$ cat src/rtl/fcc_pkg.sv
package fcc_pkg;

    typedef enum logic [1:0] {
        FCC_EQ = 2'd0,
        FCC_LT = 2'd1,
        FCC_GT = 2'd2,
        FCC_UN = 2'd3
    } fcc_code_e;

    localparam int FCC_W = 2;

    // Low bit of condition field k: field 0 sits apart, the rest are packed upward.
    function automatic int fld_lsb(input int k, input int lo0, input int hi_base);
        return (k == 0) ? lo0 : hi_base + FCC_W * (k - 1);
    endfunction

endpackage

$ cat src/rtl/fcc_inv_gen.sv
module fcc_inv_gen
    import fcc_pkg::*;
(
    input  logic             sig_i,
    input  logic [FCC_W-1:0] res_i,
    input  logic             snan_a_i,
    input  logic             snan_b_i,
    output logic             inv_o
);

    always_comb begin
        if (sig_i) begin
            inv_o = (res_i == FCC_UN);
        end else begin
            inv_o = snan_a_i | snan_b_i;
        end
    end

endmodule

$ cat src/rtl/fcc_fld_sel.sv
module fcc_fld_sel
    import fcc_pkg::*;
#(
    parameter int NUM_FLD   = 4,
    localparam int IDX_W    = $clog2(NUM_FLD)
) (
    input  logic [NUM_FLD-1:0][FCC_W-1:0] flds_i,
    input  logic [IDX_W-1:0]              idx_i,
    output logic [FCC_W-1:0]              fld_o
);

    always_comb begin
        fld_o = '0;
        for (int k = 0; k < NUM_FLD; k++) begin
            if (idx_i == IDX_W'(k)) begin
                fld_o = flds_i[k];
            end
        end
    end

endmodule

$ cat src/rtl/fcc_pred_eval.sv
module fcc_pred_eval
    import fcc_pkg::*;
#(
    parameter int COND_W = 4
) (
    input  logic [FCC_W-1:0]  fcc_i,
    input  logic [COND_W-1:0] cond_i,
    output logic              pred_o
);

    logic base;

    always_comb begin
        unique case (cond_i[2:0])
            3'd0:    base = 1'b0;
            3'd1:    base = (fcc_i != FCC_EQ);
            3'd2:    base = (fcc_i == FCC_LT) || (fcc_i == FCC_GT);
            3'd3:    base = fcc_i[0];
            3'd4:    base = (fcc_i == FCC_LT);
            3'd5:    base = fcc_i[1];
            3'd6:    base = (fcc_i == FCC_GT);
            default: base = (fcc_i == FCC_UN);
        endcase
        pred_o = base ^ cond_i[3];
    end

endmodule

$ cat src/rtl/fcc_unit.sv
module fcc_unit
    import fcc_pkg::*;
#(
    parameter int NUM_FLD   = 4,
    parameter int STAT_W    = 38,
    parameter int FLD0_LSB  = 10,
    parameter int FLDN_BASE = 32,
    parameter int CEXC_W    = 5,
    parameter int INV_BIT   = 4,
    parameter int COND_W    = 4,
    localparam int IDX_W    = $clog2(NUM_FLD)
) (
    input  logic              clk,
    input  logic              rst_n,
    input  logic              cmp_vld_i,
    input  logic [IDX_W-1:0]  cmp_fld_i,
    input  logic [FCC_W-1:0]  cmp_res_i,
    input  logic              cmp_sig_i,
    input  logic              cmp_snan_a_i,
    input  logic              cmp_snan_b_i,
    input  logic              inv_trap_en_i,
    input  logic              qry_vld_i,
    input  logic [IDX_W-1:0]  qry_fld_i,
    input  logic [COND_W-1:0] qry_cond_i,
    output logic              pred_o,
    output logic              inv_o,
    output logic [STAT_W-1:0] stat_o
);

    localparam logic [CEXC_W-1:0] INV_MASK = CEXC_W'(1) << INV_BIT;

    typedef struct packed {
        logic [NUM_FLD-1:0][FCC_W-1:0] fcc;
        logic [CEXC_W-1:0]             cexc;
    } st_t;

    st_t  st_d, st_q;
    logic inv_raw;
    logic [FCC_W-1:0] qry_fcc;
    logic pred;

    fcc_inv_gen u_inv (
        .sig_i    (cmp_sig_i),
        .res_i    (cmp_res_i),
        .snan_a_i (cmp_snan_a_i),
        .snan_b_i (cmp_snan_b_i),
        .inv_o    (inv_raw)
    );

    fcc_fld_sel #(.NUM_FLD(NUM_FLD)) u_sel (
        .flds_i (st_q.fcc),
        .idx_i  (qry_fld_i),
        .fld_o  (qry_fcc)
    );

    fcc_pred_eval #(.COND_W(COND_W)) u_pred (
        .fcc_i  (qry_fcc),
        .cond_i (qry_cond_i),
        .pred_o (pred)
    );

    assign pred_o = pred;
    assign inv_o  = cmp_vld_i & inv_raw;

    always_comb begin
        st_d = st_q;
        if (qry_vld_i && !pred) begin
            st_d.cexc = '0;
        end
        if (cmp_vld_i) begin
            if (inv_raw) begin
                st_d.cexc = INV_MASK;
                if (!inv_trap_en_i) begin
                    st_d.fcc[cmp_fld_i] = cmp_res_i;
                end
            end else begin
                st_d.cexc = '0;
                st_d.fcc[cmp_fld_i] = cmp_res_i;
            end
        end
    end

    always_ff @(posedge clk) begin
        if (!rst_n) begin
            st_q <= '0;
        end else begin
            st_q <= st_d;
        end
    end

    always_comb begin
        stat_o = '0;
        stat_o[CEXC_W-1:0] = st_q.cexc;
        for (int k = 0; k < NUM_FLD; k++) begin
            stat_o[fld_lsb(k, FLD0_LSB, FLDN_BASE) +: FCC_W] = st_q.fcc[k];
        end
    end


    fld_write_chk: assert property (@(posedge clk) disable iff (!rst_n)
        (cmp_vld_i && !(inv_o && inv_trap_en_i)) |=> st_q.fcc[$past(cmp_fld_i)] == $past(cmp_res_i));


    sig_unord_inv_chk: assert property (@(posedge clk) disable iff (!rst_n)
        (cmp_vld_i && cmp_sig_i && cmp_res_i == FCC_UN) |-> inv_o);


    quiet_inv_chk: assert property (@(posedge clk) disable iff (!rst_n)
        (cmp_vld_i && !cmp_sig_i) |-> (inv_o == (cmp_snan_a_i || cmp_snan_b_i)));


    cexc_inv_chk: assert property (@(posedge clk) disable iff (!rst_n)
        (cmp_vld_i && inv_o) |=> st_q.cexc == INV_MASK);


    always_true_chk: assert property (@(posedge clk) disable iff (!rst_n)
        (qry_cond_i == COND_W'(8)) |-> pred_o);


    false_clear_chk: assert property (@(posedge clk) disable iff (!rst_n)
        (qry_vld_i && !pred_o && !cmp_vld_i) |=> st_q.cexc == '0);

    for (genvar k = 0; k < NUM_FLD; k++) begin : g_hold

        other_fld_hold_chk: assert property (@(posedge clk) disable iff (!rst_n)
            (!cmp_vld_i || cmp_fld_i != IDX_W'(k)) |=> $stable(st_q.fcc[k]));


        trap_hold_chk: assert property (@(posedge clk) disable iff (!rst_n)
            (cmp_vld_i && cmp_fld_i == IDX_W'(k) && inv_o && inv_trap_en_i) |=> $stable(st_q.fcc[k]));
    end

endmodule

$ cat config.mk
export PLATFORM = sky130hd
export DESIGN_NAME = fcc_unit
export DESIGN_NICKNAME = d
export VERILOG_FILES = /design/src/rtl/fcc_pkg.sv /design/src/rtl/fcc_inv_gen.sv /design/src/rtl/fcc_fld_sel.sv /design/src/rtl/fcc_pred_eval.sv /design/src/rtl/fcc_unit.sv
export SDC_FILE = /design/constraint.sdc
export NUM_CORES = 1
export LEC_CHECK = 0
export BUFFER_PORTS_ARGS = -buffer_cell sky130_fd_sc_hd__buf_2
export CORE_MARGIN = 10
export CORE_UTILIZATION = 40
export DETAILED_ROUTE_END_ITERATION = 7
export HOLD_SLACK_MARGIN = 0.02
export PLACE_DENSITY = 0.9
export SYNTH_ARGS = -nofsm -noshare
export SYNTH_HDL_FRONTEND = slang
export SYNTH_SLANG_ARGS = --single-unit
$ cat constraint.sdc
create_clock -name clk -period 1.7 [get_ports clk]
set_input_delay 0.17 -clock clk [delete_from_list [all_inputs] [get_ports clk]]
set_output_delay 0.17 -clock clk [all_outputs]
set_load 0.005 [all_outputs]
==> impl_metrics.json <==
{
  "design.die.area_mm2": 0.00420,
  "critical_path.cell_chain": "mux4_2 -> mux2i_2 -> a2bb2oi_2 -> xnor2_2 -> buf_2",
  "area_delta_synth_final_pct": 17.6,
  "grt_setup_unrepaired": "yes",
  "final.setup_skew_ns": 0.00849,
  "postRouteWirelength_um": 2100,
  "worstPathArrival_ns": 1.77,
  "postPlaceCellArea_um2": 863,
  "port_buffers": 28,
  "floorplan.core_area_mm2": 0.00194,
  "antenna_violating_nets_remaining": 0,
  "clkTransAtPathRegs_ns": 0.06,
  "floorplan.die.width_um": 64.8,
  "post_route_cells_drive_above_1_share_pct": 41.4,
  "hold_path_startpoint": "rst_n",
  "hold_end": "stat_o[36]",
  "detail_route.vias_per_cell": 4.41,
  "finalCritPeriodShare_pct": 114,
  "cts_root_buf": "clkbuf_4",
  "max-vdd-ir-drop_mv": 0.446,
  "fin_crit_ns": 1.94,
  "class_of_the_worst_hold_path": "primary input to flop",
  "critical_path_required_ns": 1.53,
  "ff2ff_setup_slack_ns": -0.19,
  "fp-row-count": 16,
  "final-setup-viol-count": 2,
  "filler_cell_count": 196,
  "drv_slew": 0,
  "htree_num_levels": 1,
  "cp_max_fo": 2,
  "yosysWarningCount": 0,
  "cts_sinks": 9,
  "finish.cell_count_without_fillers": 143,
  "post_synth_instance_area_um2": 802,
  "slowest_delay_ns": 0.49,
  "timing.reg2reg.worst_path_depth": 7,
  "tritoncts": "yes",
  "avgSynthCellArea_um2": 10.0,
  "pre_cts_slack_ns": -0.0217,
  "worstSkewPairLatency_ns": 0.26,
  "post-route-cell-area_um2": 943,
  "largest_reg_flops": 9,
  "fmax_mhz": 516,
  "router_iterations_before_antenna_repair": 4,
  "critical_path.startpoint_type": "flop",
  "slowest_stage": "mux4_2",
  "globalRouteTotalUtil_pct": 9.57,
  "place_hpwl_um": 1870,
  "power.leakage_nw": 0.464,
  "die_h_um": 64.8,
  "overflow": 0,
  "vias_in_the_first_global_route": 734,
  "number_of_antenna_violations_at_the_first_check_in_global_routing": 0,
  "grt_max_degree": 10,
  "worst_hold_path.num_cells": 2,
  "boundaryPins": 58,
  "cts_buffer_count": 3,
  "layout_common_cells": "conb_1, buf_2, nor2b_1",
  "diodes": 0,
  "total_power_mw": 0.530,
  "timing.setup.critical_path_class": "flop to output port",
  "crit_family": "multiplexers",
  "syn-instance-count": 80,
  "final_setup_slack_of_the_worst_path_ns": -0.238,
  "netlist-cell-type-count": 21,
  "timing_hold_violations_final": 0,
  "postSynthRegisterBits": 9,
  "initial_standard_cell_utilization_of_the_core_pct": 41.3,
  "routabilityCongestion": 0.802,
  "num_vias": 630,
  "timing.rr.end": "stat_o[4]",
  "placedCellCount": 134,
  "ys_seq_area_share_pct": 22.5,
  "grt_pass1_wl_um": 3240,
  "failed_checks": "setup timing",
  "p_per_area_mw_per_mm2": 562,
  "critical_path.n_buffers_inverters": 1,
  "ctsLongestPathBuffers": 2,
  "fin_nets": 135,
  "maxCapViolCount": 0,
  "wire_per_inst_um": 14.7,
  "worst_setup_path_end_kind": "output port",
  "drt_first_iter_violations": 11,
  "post-route-drc-count": 0,
  "layout.cells.most_common": "conb_1",
  "result_of_the_run": "finished, violations left",
  "r2r_start": "stat_o[11]"
}
## cell type report
cell class                      instances  area (um^2)  share of cell area (%)
Clock buffer                            4         26.3                    2.79
Multi-Input combinational cell         67          509                    54.0
Timing Repair Buffer                   33          178                    18.8
Sequential cell                         9          185                    19.6
Tap cell                               27         33.8                    3.58
Inverter                                3         11.3                    1.19
## synthesized netlist by cell type
master     count  area (um^2)
a2111o_1       1         11.3
a2111oi_4      3         82.6
a21boi_0       1         7.51
a2bb2oi_2      1         15.0
buf_4         29          218
conb_1         1         3.75
dfxtp_1        9          180
inv_1          3         11.3
mux2i_1        9         90.1
mux4_1         1         26.3
mux4_2         1         22.5
nand2_1        1         3.75
nand2b_1       3         18.8
nor2_2         1         6.26
nor2b_1        9         56.3
nor3_1         2         10.0
o21ai_0        1         5.00
o21ai_1        1         5.00
o221a_1        1         11.3
xnor2_1        1         8.76
xor2_1         1         8.76
## routing by layer
layer / share of wire [%] / GRT usage [%] / vias to the layer above
li1: - / - / 288
met1: 28 / 7.22 / 296
met2: 55 / 18.5 / 42
met3: 15 / 6.01 / 4
met4: 2.1 / 4.28 / 0
met5: 0 / 0 / -
## report_power, final
group	internal [mW]	switching [mW]
logic	0.0634	0.0793
clock network	0.0904	0.0737
registers	0.219	0.00475
total	0.372	0.158
## stage by stage
stage | util [%] | hold slack, ns | setup TNS, ns
2_1_floorplan | - | 0.298 | 0
3_3_place_gp | 44.5 | 0.484 | 0
3_5_place_dp | 44.5 | 0.496 | -0.0217
4_1_cts | 48.2 | 0.219 | -0.315
5_1_grt | 48.6 | 0.231 | -0.513
6_report | 48.6 | 0.223 | -0.429
## logic make-up after synthesis
group / synth area share (%)
and+or+nand+nor: 11.9
buffers and inverters: 28.5
other: 0.468
DFF: 22.5
xor gates and xnor gates: 2.18
muxes: 17.3
AOI/OAI and AO/OA: 17.2
## timing repair
item / in CTS / in global routing
cloned: 0 / 0
buffers inserted: 4 / 1
gates resized for setup: 6 / 0
pin swaps: 2 / 1
hold buffers: 0 / 0
endpoints found under the setup margin: 2 / 2
## how the worst max path moves through the flow
stage	startpoint	endpoint	slack, ns	cells after the start
4_1_cts	stat_o[33]	pred_o	-0.24	5
2_1_floorplan	stat_o[37]	stat_o[4]	0.13	5
6_report	stat_o[11]	pred_o	-0.24	5
3_5_place_dp	qry_fld_i[1]	pred_o	-0.02	6
5_1_grt	stat_o[33]	pred_o	-0.29	5
3_3_place_gp	qry_fld_i[1]	pred_o	0.07	6
(Power assumes the default switching activity.)
